===== src/rtl/uart_frame_engine.sv =====
module uart_frame_engine #(
  parameter int OSR = 16
) (
  input  logic       clk,
  input  logic       rst_n,
  input  logic       os_tick,
  input  logic [1:0] char_sel,
  input  logic       par_on,
  input  logic       par_odd,
  input  logic       par_zero,
  input  logic       stop_two,
  input  logic       strict_frm,
  input  logic       rx_dual,
  input  logic [7:0] tx_byte,
  input  logic       tx_valid,
  output logic       tx_ready,
  output logic       txd,
  output logic       tx_busy,
  input  logic       rxd,
  output logic [7:0] rx_byte,
  output logic       rx_valid,
  output logic       rx_perr,
  output logic       rx_ferr,
  output logic       rx_busy
);
  localparam int CW = $clog2(OSR);
  localparam logic [CW-1:0] LAST = CW'(OSR - 1);
  localparam logic [CW-1:0] V0 = CW'(OSR / 2 - 1);
  localparam logic [CW-1:0] V1 = CW'(OSR / 2);
  localparam logic [CW-1:0] V2 = CW'(OSR / 2 + 1);

  logic [3:0] nbits;
  logic [7:0] mask;
  assign nbits = 4'd5 + {2'b00, char_sel};
  assign mask  = ~(8'hFF << nbits);

  function automatic logic par_calc(input logic [7:0] d, input logic [7:0] m,
                                    input logic n_odd, input logic zero, input logic odd);
    return (^(d & m)) ^ (zero & n_odd) ^ odd;
  endfunction

  // transmitter
  logic [11:0]   tx_sh, tx_frame;
  logic [3:0]    tx_left, tx_total;
  logic [CW-1:0] tx_cnt;

  always_comb begin
    tx_frame    = '1;
    tx_frame[0] = 1'b0;
    for (int i = 0; i < 8; i++)
      if (4'(i) < nbits) tx_frame[i+1] = tx_byte[i];
    if (par_on)
      tx_frame[4'd1 + nbits] = par_calc(tx_byte, mask, nbits[0], par_zero, par_odd);
  end
  assign tx_total = 4'd2 + nbits + {3'b000, par_on} + {3'b000, stop_two};
  assign tx_ready = ~tx_busy;
  assign txd      = tx_sh[0];

  always_ff @(posedge clk or negedge rst_n) begin
    if (!rst_n) begin
      tx_busy <= 1'b0;
      tx_sh   <= '1;
      tx_left <= '0;
      tx_cnt  <= '0;
    end else if (!tx_busy) begin
      if (tx_valid) begin
        tx_busy <= 1'b1;
        tx_sh   <= tx_frame;
        tx_left <= tx_total;
        tx_cnt  <= '0;
      end
    end else if (os_tick) begin
      if (tx_cnt == LAST) begin
        tx_cnt  <= '0;
        tx_sh   <= {1'b1, tx_sh[11:1]};
        tx_left <= tx_left - 4'd1;
        if (tx_left == 4'd1) tx_busy <= 1'b0;
      end else begin
        tx_cnt <= tx_cnt + 1'b1;
      end
    end
  end

  // receiver input sampling
  logic rx_m, rx_s, rx_n, samp;
  always_ff @(posedge clk or negedge rst_n)
    if (!rst_n) {rx_m, rx_s} <= 2'b11;
    else        {rx_m, rx_s} <= {rxd, rx_m};
  always_ff @(negedge clk or negedge rst_n)
    if (!rst_n) rx_n <= 1'b1;
    else        rx_n <= rx_m;
  assign samp = rx_dual ? (rx_s & rx_n) : rx_s;

  // receiver
  logic [CW-1:0] rx_cnt;
  logic [3:0]    rx_idx;
  logic [1:0]    votes;
  logic [7:0]    rx_sh;
  logic          rx_prev, rx_pbit, rx_noisy, bitv, unan;
  assign bitv = (votes[0] & votes[1]) | (votes[0] & samp) | (votes[1] & samp);
  assign unan = (votes[0] == votes[1]) && (votes[1] == samp);

  always_ff @(posedge clk or negedge rst_n) begin
    if (!rst_n) begin
      rx_busy <= 1'b0; rx_valid <= 1'b0; rx_perr <= 1'b0; rx_ferr <= 1'b0;
      rx_byte <= '0;   rx_sh <= '0;      rx_cnt <= '0;    rx_idx <= '0;
      votes <= '0;     rx_prev <= 1'b1;  rx_pbit <= 1'b0; rx_noisy <= 1'b0;
    end else begin
      rx_valid <= 1'b0;
      if (os_tick) begin
        rx_prev <= samp;
        if (!rx_busy) begin
          if (rx_prev && !samp) begin
            rx_busy  <= 1'b1;
            rx_cnt   <= CW'(1);
            rx_idx   <= '0;
            rx_sh    <= '0;
            rx_noisy <= 1'b0;
          end
        end else begin
          rx_cnt <= (rx_cnt == LAST) ? '0 : rx_cnt + 1'b1;
          if (rx_cnt == LAST) rx_idx <= rx_idx + 4'd1;
          if (rx_cnt == V0) votes[0] <= samp;
          if (rx_cnt == V1) votes[1] <= samp;
          if (rx_cnt == V2) begin
            if (rx_idx == 4'd0) begin
              if (bitv) rx_busy <= 1'b0;
            end else if (rx_idx <= nbits) begin
              rx_sh[3'(rx_idx - 4'd1)] <= bitv;
              rx_noisy <= rx_noisy | (strict_frm & ~unan);
            end else if (par_on && rx_idx == nbits + 4'd1) begin
              rx_pbit  <= bitv;
              rx_noisy <= rx_noisy | (strict_frm & ~unan);
            end else begin
              rx_busy  <= 1'b0;
              rx_valid <= 1'b1;
              rx_byte  <= rx_sh;
              rx_perr  <= par_on & (rx_pbit != par_calc(rx_sh, mask, nbits[0], par_zero, par_odd));
              rx_ferr  <= ~bitv | rx_noisy;
            end
          end
        end
      end
    end
  end

  p_idle_line_r1: assert property (@(posedge clk) disable iff (!rst_n) !tx_busy |-> txd);
  p_start_low_r2: assert property (@(posedge clk) disable iff (!rst_n) $rose(tx_busy) |-> !txd);
  p_hold_bit_r2:  assert property (@(posedge clk) disable iff (!rst_n)
                                   (tx_busy && !os_tick) |=> $stable(txd));
  p_pulse_r6:     assert property (@(posedge clk) disable iff (!rst_n) rx_valid |=> !rx_valid);
  p_perr_off_r7:  assert property (@(posedge clk) disable iff (!rst_n)
                                   (rx_valid && !par_on) |-> !rx_perr);
  p_busy_drop_r12: assert property (@(posedge clk) disable iff (!rst_n) rx_valid |-> !rx_busy);
endmodule


===== config.mk =====
export PLATFORM = sky130hd
export DESIGN_NAME = uart_frame_engine
export DESIGN_NICKNAME = d
export VERILOG_FILES = /design/src/rtl/uart_frame_engine.sv
export SDC_FILE = /design/constraint.sdc
export NUM_CORES = 1
export LEC_CHECK = 0
export ABC_AREA = 1
export BUFFER_PORTS_ARGS = -buffer_cell sky130_fd_sc_hd__buf_2
export CAP_MARGIN = 10
export CORE_ASPECT_RATIO = 1.4
export CORE_MARGIN = 2
export CORE_UTILIZATION = 39
export CTS_CLUSTER_SIZE = 28
export DETAILED_ROUTE_END_ITERATION = 10
export PLACE_DENSITY_LB_ADDON = 0.2
export SKIP_CTS_REPAIR_TIMING = 1
export SYNTH_ARGS = -nofsm -noshare
export SYNTH_HDL_FRONTEND = slang
export SYNTH_SLANG_ARGS = --single-unit

===== constraint.sdc =====
create_clock -name clk -period 4.45 [get_ports clk]
set_input_delay 0.2225 -clock clk [delete_from_list [all_inputs] [get_ports clk]]
set_output_delay 0.2225 -clock clk [all_outputs]
set_load 0.05 [all_outputs]

======== Yosys cells after proc, flatten, opt, wreduce, memory -nomap -nowiden ========
Cells that the tools add are included.
storage, ports and cells
  flip-flop bits (word level) ............. 57
  input port bits ......................... 21
  output and inout bits ................... 15
operators by class
  $add $sub $neg .......................... 10
  order comparisons ....................... 13
  equal/unequal tests ..................... 17
  shift-type cells ........................ 1
  muxes and demuxes ....................... 63
  bitwise operators ....................... 24
  reductions and logical operators ........ 21
operators by type and width
  kind                   number
  $mux W12               5
  $mux W4                14
  $mux W8                5
  $mux W1                35
  $add A4 B1 Y4 const B  4
  $and A8 B8 Y8          2
  $eq A4 B4 Y1 const B   4
  $lt A3 B4 Y1 const A   4
  $reduce_xor A8 Y1      2
  $bwmux W12             1
  $reduce_and A3 Y1      4
  $reduce_and A6 Y1      2
  $reduce_and A5 Y1      2
  $add A4 B1 Y4          2
  $bwmux W8              1
  $lt A1 B4 Y1 const A   2
  $lt A2 B4 Y1 const A   2
  $ne A2 B1 Y1 const B   4
  $not A8 Y8             1
  $shl A8 B4 Y8 const A  1
  $and A1 B1 Y1          7
  $not A1 Y1             6
  $logic_and A1 B1 Y1    5
  $lt A4 B5 Y1 const B   1
  other kinds (23)       33

======== Depth between registers and ports, before layout ========
  word-level depth ........................ 12
  gate-level depth with buffers ........... 17

==> summary.txt <==
Global route
  • GRT overflow: 0
  • Number of global-route vias before repair: 3068
  • All-Layer GR Usage: 17.4%
  • Largest net degree at the start of global routing: 57
  • Initial antenna violation count: 0
  • First-pass GRT wire length: 14000 um

Flow run
  • Max-cap violations: 0

Clock network
  • Clock latency on the worst-skew pair: 0.38 ns
  • TritonCTS clock tree: done
  • Clock Sinks: 57
  • H-Tree Depth: 3
  • Longest Clk Path Bufs: 2
  • CTS Buf Count: 9
  • Worst-path clk slew: 0.05 ns
  • Root Buffer Master: clkbuf_16

Yosys
  • Post-synthesis sequential area ratio: 40.0%
  • Mapped Area: 3620 sq um
  • Synth warn: 0
  • Register bit total from synthesis: 57
  • Yosys cell types: 37
  • Mapped Nets: 530
  • Post-Syn Area per Cell: 7.45 sq um
  • Syn Inst Count: 486

Final layout
  • Antenna cells: 0
  • NumNets Final: 569
  • Area Overhead vs Synth: 16.5%
  • Share of cells above drive strength 1: 17.4%

Drt
  • DRC Markers: 0
  • Via count: 3144
  • Router iterations before antenna repair: 4
  • Via density: 4.94
  • Detail Route Antenna Nets: 0
  • DR iter-0 viols: 137
  • DR WL/cell: 12.8 um
  • Final WL: 8160 um

Timing
  • Final setup fails: 0
  • Min Hold Slack: 0.0913 ns
  • Setup TNS: 0 ns
  • Pins Over Slew Limit: 0
  • Rel. slew slack: 48.7%
  • Number of failing hold endpoints at the final stage: 0
  • RSZ-0062 raised after global routing: no
  • Clock skew: 0.0560 ns
  • Least-Margin Pin Slew: 0.769 ns

Worst setup path
  • Reg-to-Reg Start: rx_n
  • FF-to-FF path depth: 11
  • Critical path class: register to register
  • Worst-path fanout max: 9
  • Worst Path Required: 4.70 ns
  • Worst R2R End: rx_sh[1]
  • Setup slack on the worst flop-to-flop path: 0.40 ns
  • Worst Path Arrival: 4.30 ns
  • Crit path capture type: register
  • CP startpoint kind: register

Power
  • Pleak: 2.15 nW
  • Peak VDD IR: 0.274 mV
  • P per Cell Area: 546 nW/um^2

Placement
  • DP HPWL: 6040 um
  • I/O Buffers: 35
  • GP Congestion: 0.818

Floorplan
  • Die Area: 10100 sq um
  • Num rows: 41
  • I/O pin cnt: 36
  • Core area: 9030 sq um
  • Starting density of the core: 40.1%
  • Die Y: 118 um
  • Die width: 85.4 um

Run status
  • Status: finished, final reports clean

Hold path
  • Hold WC Path Type: input pin to async pin
flip-flops by register name (all words and copies together) (netlist names), 2 cells and up:
signal / flops
rx_byte: 8
rx_idx: 4
votes: 2
rx_cnt: 4
tx_sh: 12
tx_cnt: 4
rx_sh: 8
tx_left: 4
worst max-delay path, cell delays in order (launching register included):
cell	delay (ns)
dfstp_2	0.50
inv_1	0.03
nand2_1	0.06
nand2_2	0.06
inv_2	0.07
ha_1	0.15
inv_1	0.04
nand3_1	0.14
clkinv_1	0.26
nor2_1	0.16
nand2_1	0.06
o21ai_1	0.15
report_power, final:
| part | leakage, nW | total (W) | internal (W) | switching (W) |
|---|---|---|---|---|
| Combinational | 1.30 | 0.000752 | 0.000264 | 0.000489 |
| Clock | 0.162 | 0.000703 | 0.000471 | 0.000232 |
| Sequential | 0.691 | 0.000847 | 0.000702 | 0.000146 |
| Total | 2.15 | 0.00230 | 0.00144 | 0.000866 |
cells in the mapped netlist (all sizes together):
| library cell | number | area [sq um] |
|---|---|---|
| a21oi | 11 | 55.1 |
| a22o | 1 | 8.76 |
| a31oi | 4 | 25.0 |
| buf | 5 | 31.3 |
| clkbuf | 5 | 18.8 |
| clkinv | 1 | 3.75 |
| dfrtp | 41 | 1030 |
| dfstp | 16 | 420 |
| fa | 1 | 20.0 |
| ha | 22 | 275 |
| inv | 58 | 218 |
| nand2 | 162 | 628 |
| nand3 | 35 | 180 |
| nand3b | 1 | 11.3 |
| nand4 | 7 | 73.8 |
| nor2 | 47 | 189 |
| nor3 | 4 | 20.0 |
| o21a | 2 | 15.0 |
| o21ai | 40 | 211 |
| o21bai | 2 | 15.0 |
| o22ai | 1 | 6.26 |
| o32ai | 1 | 8.76 |
| o41ai | 1 | 8.76 |
| or2 | 3 | 18.8 |
| xnor2 | 3 | 26.3 |
| xor2 | 12 | 105 |
through the flow:
step / instances / area (sq um) / setup WS [ns] / util, % / power, W
3_3_place_gp: 620 / 3890 / 0.491 / 43.1 / 0.00159
2_1_floorplan: 486 / 3620 / 0.733 / - / 0.00142
3_5_place_dp: 620 / 3890 / 0.420 / 43.1 / 0.00161
6_report: 637 / 4220 / 0.401 / 46.7 / 0.00230
5_1_grt: 637 / 4220 / 0.118 / 46.7 / 0.00249
4_1_cts: 636 / 4210 / 0.362 / 46.6 / 0.00233
worst max-delay path by stage:
stage,start,end,slack (ns),depth (start not counted)
after detailed placement,rx_n,rx_sh[1],0.42,11
after global routing,rx_n,rx_sh[4],0.12,11
final,rx_n,rx_sh[1],0.40,11
after global placement,rx_n,rx_sh[6],0.49,11
after floorplan,rx_n,rx_sh[2],0.73,11
after CTS,rx_n,rx_sh[1],0.36,11
cells by family after synthesis:
group	Yosys count	share of synthesized area, %
compound gates	63	9.78
fa+ha+maj	23	8.16
simple gates	259	31.0
xor+xnor	15	3.63
buf+inv	69	7.50
flops	57	40.0
metal layers:
layer  up-vias  wire [um]  GRT usage [%]
met1      1479       3520           20.3
met5         -          0              0
li1       1624          -              -
met3        12        230           3.58
met2        29       4220           30.1
met4         0        179           7.74
layout by cell type, fill, tap and decap left out, drive strengths merged, types with 4 or more instances in the layout:
master / n
nand2: 162
inv: 58
nor2: 47
dfrtp: 41
o21ai: 40
buf: 37
nand3: 35
ha: 22
dfstp: 16
clkbuf: 15
xor2: 12
a21oi: 11
nand4: 7
nor3: 4
a31oi: 4
cell type report:
type	count	area (sq um)
clock buffers	15	309
clock inverters	2	8.76
fillers	913	4810
inverters	58	218
multi-input cells	360	1900
flip-flops and latches	57	1450
well taps	107	134
repair buffers	38	200
Power figures use the tool's default switching activity.
